$ cat config.mk
export PLATFORM = sky130hd
export DESIGN_NAME = pphs_buffer
export DESIGN_NICKNAME = d
export VERILOG_FILES = /design/src/rtl/pphs_pkg.sv /design/src/rtl/pphs_in_port.sv /design/src/rtl/pphs_out_port.sv /design/src/rtl/pphs_store.sv /design/src/rtl/pphs_buffer.sv
export SDC_FILE = /design/constraint.sdc
export NUM_CORES = 1
export LEC_CHECK = 0
export BUFFER_PORTS_ARGS = -buffer_cell sky130_fd_sc_hd__buf_2
export CORE_ASPECT_RATIO = 0.75
export CORE_MARGIN = 3
export CORE_UTILIZATION = 49
export DETAILED_ROUTE_END_ITERATION = 7
export PLACE_DENSITY = 0.8
export REMOVE_ABC_BUFFERS = 1
export SYNTH_ARGS = -nofsm -noshare
export SYNTH_HDL_FRONTEND = slang
export SYNTH_SLANG_ARGS = --single-unit
export TNS_END_PERCENT = 100
$ cat constraint.sdc
create_clock -name clk -period 2.1 [get_ports clk]
set_input_delay 0.21 -clock clk [delete_from_list [all_inputs] [get_ports clk]]
set_output_delay 0.21 -clock clk [all_outputs]
set_load 0.005 [all_outputs]
$ cat src/rtl/pphs_pkg.sv
package pphs_pkg;

  localparam int unsigned SLOT_COUNT = 2;

  // Passive input channel: wait for a request, hold the acknowledge, then
  // park until the phase advances.
  typedef enum logic [1:0] {
    IN_WAIT = 2'd0,
    IN_ACK  = 2'd1,
    IN_DONE = 2'd2
  } in_state_e;

  // Active output channel: data settles one cycle, request, release, park.
  typedef enum logic [1:0] {
    OUT_DONE  = 2'd0,
    OUT_SETUP = 2'd1,
    OUT_REQ   = 2'd2,
    OUT_REL   = 2'd3
  } out_state_e;

endpackage

$ cat src/rtl/pphs_in_port.sv
module pphs_in_port
  import pphs_pkg::*;
(
  input  logic clk,
  input  logic rst_n,
  input  logic go,
  input  logic in_req,
  output logic in_ack,
  output logic cap,
  output logic done
);

  in_state_e st_q, st_d;

  always_comb begin
    st_d = st_q;
    unique case (st_q)
      IN_WAIT: if (in_req)  st_d = IN_ACK;
      IN_ACK:  if (!in_req) st_d = IN_DONE;
      IN_DONE: if (go)      st_d = IN_WAIT;
      default:              st_d = IN_WAIT;
    endcase
  end

  always_ff @(posedge clk or negedge rst_n) begin
    if (!rst_n) st_q <= IN_WAIT;
    else        st_q <= st_d;
  end

  // The word is written at the same edge that moves the state to IN_ACK,
  // so the acknowledge can only be seen after the capture.
  assign cap    = (st_q == IN_WAIT) && in_req;
  assign in_ack = (st_q == IN_ACK);
  assign done   = (st_q == IN_DONE);

  AST_ACK_AFTER_REQ: assert property (@(posedge clk) disable iff (!rst_n)
    $rose(in_ack) |-> $past(in_req));
  AST_ACK_HELD: assert property (@(posedge clk) disable iff (!rst_n)
    (in_ack && in_req) |=> in_ack);
  AST_ACK_RELEASE: assert property (@(posedge clk) disable iff (!rst_n)
    (in_ack && !in_req) |=> !in_ack);

endmodule

$ cat src/rtl/pphs_out_port.sv
module pphs_out_port
  import pphs_pkg::*;
(
  input  logic clk,
  input  logic rst_n,
  input  logic go,
  input  logic out_ack,
  output logic out_req,
  output logic done
);

  out_state_e st_q, st_d;

  always_comb begin
    st_d = st_q;
    unique case (st_q)
      OUT_DONE:  if (go)       st_d = OUT_SETUP;
      OUT_SETUP:               st_d = OUT_REQ;
      OUT_REQ:   if (out_ack)  st_d = OUT_REL;
      OUT_REL:   if (!out_ack) st_d = OUT_DONE;
      default:                 st_d = OUT_DONE;
    endcase
  end

  always_ff @(posedge clk or negedge rst_n) begin
    if (!rst_n) st_q <= OUT_DONE;
    else        st_q <= st_d;
  end

  assign out_req = (st_q == OUT_REQ);
  assign done    = (st_q == OUT_DONE);

  AST_REQ_HELD: assert property (@(posedge clk) disable iff (!rst_n)
    (out_req && !out_ack) |=> out_req);
  AST_REQ_DROP: assert property (@(posedge clk) disable iff (!rst_n)
    (out_req && out_ack) |=> !out_req);
  AST_REQ_AFTER_IDLE_ACK: assert property (@(posedge clk) disable iff (!rst_n)
    $rose(out_req) |-> !$past(out_ack));

endmodule

$ cat src/rtl/pphs_store.sv
module pphs_store
  import pphs_pkg::*;
#(
  parameter int unsigned DATA_W = 8
) (
  input  logic              clk,
  input  logic              rst_n,
  input  logic              go,
  input  logic              cap,
  input  logic [DATA_W-1:0] in_data,
  output logic [DATA_W-1:0] out_data
);

  localparam int unsigned SEL_W = $clog2(SLOT_COUNT);

  // Selector value names the slot being filled; the other slot is the source.
  logic [SEL_W-1:0] sel_q;
  logic [DATA_W-1:0] rd [SLOT_COUNT];

  always_ff @(posedge clk or negedge rst_n) begin
    if (!rst_n)  sel_q <= '0;
    else if (go) sel_q <= sel_q + 1'b1;
  end

  for (genvar i = 0; i < SLOT_COUNT; i++) begin : g_slot
    logic [DATA_W-1:0] q;
    always_ff @(posedge clk or negedge rst_n) begin
      if (!rst_n)                                 q <= '0;
      else if (cap && (sel_q == SEL_W'(i)))        q <= in_data;
    end
    assign rd[i] = q;
  end

  assign out_data = rd[sel_q + 1'b1];

  AST_SOURCE_STABLE: assert property (@(posedge clk) disable iff (!rst_n)
    !go |=> $stable(out_data));
  AST_SEL_ON_PHASE: assert property (@(posedge clk) disable iff (!rst_n)
    (sel_q != $past(sel_q)) |-> $past(go));
  AST_NO_WRITE_AT_SWAP: assert property (@(posedge clk) disable iff (!rst_n)
    !(go && cap));

endmodule

$ cat src/rtl/pphs_buffer.sv
module pphs_buffer
  import pphs_pkg::*;
#(
  parameter int unsigned DATA_W = 8
) (
  input  logic              clk,
  input  logic              rst_n,
  input  logic              in_req,
  output logic              in_ack,
  input  logic [DATA_W-1:0] in_data,
  output logic              out_req,
  input  logic              out_ack,
  output logic [DATA_W-1:0] out_data
);

  logic in_done, out_done, cap, go;

  // A phase closes only when both channels have returned to idle.
  assign go = in_done && out_done;

  pphs_in_port u_in (
    .clk    (clk),
    .rst_n  (rst_n),
    .go     (go),
    .in_req (in_req),
    .in_ack (in_ack),
    .cap    (cap),
    .done   (in_done)
  );

  pphs_out_port u_out (
    .clk     (clk),
    .rst_n   (rst_n),
    .go      (go),
    .out_ack (out_ack),
    .out_req (out_req),
    .done    (out_done)
  );

  pphs_store #(.DATA_W(DATA_W)) u_store (
    .clk      (clk),
    .rst_n    (rst_n),
    .go       (go),
    .cap      (cap),
    .in_data  (in_data),
    .out_data (out_data)
  );

  AST_BUNDLED_DATA: assert property (@(posedge clk) disable iff (!rst_n)
    out_req |-> $stable(out_data));
  AST_ACK_WAITS_OUTPUT: assert property (@(posedge clk) disable iff (!rst_n)
    (in_done && !out_done) |=> !in_ack);

endmodule

* Word level (Yosys, flattened, before mapping)
Index checks and enable logic that the tools add are counted.
Word-level totals: bits in registers 21, output and inout bits 10, logic and storage cells 39
Cells by class: add/sub/neg operators 1, magnitude comparators 1, equality and inequality tests 11, muxes and demuxes 11, bitwise logic cells 2, reductions and logical operators 8
Operator list (number):
- $mux 8 | 3
- $mux 2 | 6
- $pmux 2 s4 | 1
- $eq 2x2->1 const B | 3
- $ne 2x1->1 const B | 3
- $ne 2x2->1 const B | 3
- $pmux 2 s3 | 1
- $reduce_and 3->1 | 2
- $eq 2x1->1 const B | 2
- $logic_and 1x1->1 | 4
- $logic_not 2->1 | 2
- $ge 2x2->1 const B | 1
- $not 1->2 | 1
- $add 1x1->1 const B | 1
- $not 1->1 | 1

* Logic depth before layout (Yosys ltp)
depth after elaboration 5, gate-level depth with buffers 5, mapped depth without buffers 5

* By module
From an unflattened synthesis, not the netlist that was laid out.
Second synthesis, totals: cell total of the unflattened synthesis 70, area total of the unflattened synthesis 1093.5 µm²
By module, submodules not included:
- pphs_store | times used 1, cells each 46, area an instance 829.5 µm², seq. area each 425.4 µm²
- pphs_out_port | times used 1, cells each 14, area an instance 153.9 µm², seq. area each 50.0 µm²
- pphs_in_port | times used 1, cells each 9, area an instance 103.8 µm², seq. area each 50.0 µm²
- pphs_buffer | times used 1, cells each 1, area an instance 6.3 µm², seq. area each 0.0 µm²

* Least setup slack after synthesis
OpenSTA, ideal clock, no wires.
kind reg-to-reg, from register u_out.st_q[0], to register u_out.st_q[1], data arrival time 1.338 ns, required time 1.975 ns, setup slack 0.637 ns, stages on the path, launching flop included 6, path buffers 0, path through dfrtp_1 -> inv_1 -> ha_1 -> nor2b_1 -> a221oi_2 -> mux2_2
On the way: elaborated cells between the ends (all ways) 10
RTL lines:
- start: declaration | RTL line pphs_out_port.sv:12 | out_state_e st_q, st_d;
- start signal: assignment | RTL line pphs_out_port.sv:27 | else st_q <= st_d;
- $eq 2x2->1 (*)
- named net out_req | RTL line pphs_buffer.sv:11 | output logic out_req,
- $ne 2x1->1 (no line)
- $reduce_and 3->1 (no line)
Mark *: on every way through the listed nets, which the timed path passes. The rest lies on a longest branch. A chain may end at the register's enable or synchronous reset.

* Worst setup path after layout
from register u_store.sel_q, to output port out_data[7]
On the way: word-level cells in the longest chain between the ends 5
Ends and longest elaborated chain:
- start: declaration | RTL line pphs_store.sv:17 | logic [SEL_W-1:0] sel_q;
- start signal: assignment | RTL line pphs_store.sv:22 | else if (go) sel_q <= sel_q + 1'b1;
- $add 1x1->1 | RTL line pphs_store.sv:34 | assign out_data = rd[sel_q + 1'b1];
- $not 1->2 (not written as such) | RTL line pphs_store.sv:34
- $mux 8 (not written as such) (3 in a row) | RTL line pphs_store.sv:34
- end: declaration | RTL line pphs_buffer.sv:13 | output logic [DATA_W-1:0] out_data
No other way between the ends. The select of a mux whose other input is x is not followed.

==> results_dict.tcl <==
set metrics [dict create \
    dr.pass1.iters 2 \
    crit_fanout 6 \
    path_clk_slew_ns 0.11 \
    vdd_ir_drop_max_v 0.0008570 \
    swShare_pct 32.66 \
    hold_violations 0 \
    top_layer "met3" \
    initial_core_util_pct 54.67 \
    yosys-top-cells-area "dfrtp_1, mux2_2, ha_1, nor4_4, nor2b_1" \
    regArea_um2 525.5 \
    finalInstanceArea_um2 1155 \
    post-route-util_pct 63.39 \
    nets 109 \
    power_density_nw_per_um2 1484 \
    status "complete, no violations" \
    max_slew_margin_pct 57.20 \
    fill_cells 148 \
    critical-path-slowest-cell "dfrtp_1" \
    met2WireLength_um 792 \
    die_w_um 58.06 \
    max_freq_mhz 592.4 \
    die_area_um2 2615 \
    drt_first_iter_violations 1 \
    worstSkewPairLatency_ns 0.30 \
    yosysTopAreaCellShare_pct 52.76 \
    slowest_delay_ns 0.50 \
    antenna_found_initial 0 \
    power_mw 1.713 \
    hold_path.class "input pin to flop" \
    period_needed_ns 1.688 \
    cp_top_family "flip-flops" \
    cts_tree "built" \
    crit_path_cell_trace "buf_4 -> mux2_2 -> buf_2" \
    routed_via_density 5.228 \
    numCtsBuffers 3 \
    place.port_buffers 21 \
    leakage_nw 0.5397 \
    drcViolationCount 0 \
    diodes 0 \
    skew_ns 0.004132 \
    postPlaceCellArea_um2 1117 \
    final_cell_mix "mux2_2, buf_2, dfrtp_1" \
    drive_gt1_share_pct 57.61 \
    core_um2 1822 \
    ys_warn_count 0 \
    synthCells 67 \
    vias 596 \
    ios 22 \
    worst_pin_slew_ns 0.6373 \
    cp-start-kind "flop" \
    cts_root_buf "clkbuf_4" \
    wirelength_mm 1.732 \
    track_usage_pct 15.69 \
    wl_per_cell_um 15.19 \
    dr_wl_met3_um 127 \
    rsz0062_at_grt "no" \
    crit_path_end_kind "output pin" \
    p_sw_uw 559.6 \
    final_common_cell "mux2_2" \
    drv_cap 0 \
    grt_max_degree 22 \
    clock_path_buffers 2 \
    worstPathRequired_ns 1.89 \
    multi_input_area_um2 440.4 \
    crit_type "flop to output pin" \
    cts.sinks 21 \
    critPathArrivalTime_ns 1.48 \
    postRouteAntennaNets 0 \
    pwr-share-comb_pct 44.9 \
    grt_pass1_wl_mm 2.980 \
    rows 13 \
    p_int_mw 1.154 \
    htreeDepth 1 \
    maxSlewViolCount 0 \
    wl_met1_um 812 \
    synth_top_area_cell "dfrtp_1" \
    dp_hpwl_mm 1.325 \
    power_frac_seq_pct 44.0 \
    grt_overflow_total 0 \
    setup_viol 0 \
    clock_power_share_pct 11.1 \
    mappedNetlistArea_um2 996.0 \
    grt_pass1_vias 624 \
    die_h_um 45.05 \
    synthDistinctLibCells 16 \
    synthToLayoutAreaGrowth_pct 15.96 \
    crit_buf_inv 2 \
    gp_congestion 0.7737 \
    hold_ws_ns 0.1429 \
    postSynthAreaPerCell_um2 14.87 \
    min_period_over_period_pct 80.39 \
    setup_tns_ns 0 \
    ys_seq_area_share_pct 52.76 \
    ys_seq_elements 21 \
    cts_resized 0 \
]
==> final timing paths <==
| path | slack, ns | startpoint | end | cells past startpoint |
|---|---|---|---|---|
| hold reg to reg | 0.52 | u_store.g_slot[0].q[5] | u_store.g_slot[0].q[5] | 1 |
| max in group asynchronous | 1.42 | rst_n | u_in.st_q[0] | 2 |
| setup reg to reg | 0.46 | u_store.sel_q | u_store.g_slot[0].q[3] | 2 |
| hold / removal | 0.14 | in_data[3] | u_store.g_slot[1].q[3] | 2 |
| min in group asynchronous | 0.37 | rst_n | u_store.g_slot[1].q[0] | 2 |
| setup / recovery | 0.41 | u_store.sel_q | out_data[7] | 3 |
==> kinds of logic (layout without fill, tap and decap cells) <==
group | after synthesis | after routing | synth area share, %
mux | 26 | 26 | 29.27
buf+inv | 5 | 30 | 3.015
compound gates | 2 | 2 | 2.387
fa+ha+maj | 4 | 4 | 5.025
simple gates | 8 | 8 | 6.659
xor+xnor | 1 | 1 | 0.8796
flops | 21 | 21 | 52.76
==> synthesized netlist by cell type (all sizes together) <==
library cell and n:
mux2 25, inv 3, nand2b 1, dfrtp 21, a221oi 1, ha 4
mux2i 1, and3b 1, buf 2, nor4 1, nor2b 3, o2bb2ai 1
nand3b 1, xnor2 1, nor2 1
==> cell type report <==
cell class	count	area share (%)
sequential	21	45.50
timing repair buffer	23	10.62
clock inverter	1	0.4334
inverter	3	0.9751
clock buffer	3	1.950
tap	22	2.384
multi-input combinational	41	38.14
==> flip-flops by register name, indices dropped and copies added (netlist names) <==
| register | flops |
|---|---|
| u_store.g_slot.q | 16 |
| u_store.sel_q | 1 |
| u_out.st_q | 2 |
| u_in.st_q | 2 |
==> metal layers <==
metal,vias up,global-route usage (%)
li1,286,-
met1,295,20.52
met2,15,24.55
met3,0,7.143
met4,0,2.778
met5,-,0
==> through the flow <==
stage	instances	setup WS (ns)
after floorplan	65	0.5955
after detailed placement	109	0.4569
after CTS	114	0.3985
after global placement	109	0.4841
final	114	0.4119
after global routing	114	0.3412
==> worst reg2reg max path: stages (launching register included) <==
cell and delay (ns):
dfrtp_1 0.48, nor4_4 0.65, mux2_2 0.41
==> what timing repair did <==
action,4_1_cts,5_1_grt
buffers inserted,0,0
hold buffers,1,0
endpoints found under the hold margin,21,0
==> power by group through the flow <==
stage                     clock (mW)  combinational, mW  sequential [mW]
after floorplan                    0              0.534            0.728
after global placement             0              0.750            0.747
after detailed placement           0              0.776            0.761
after CTS                      0.200              0.781            0.753
after global routing           0.216              0.853            0.781
final                          0.190              0.769            0.754
(Power assumes the default switching activity.)
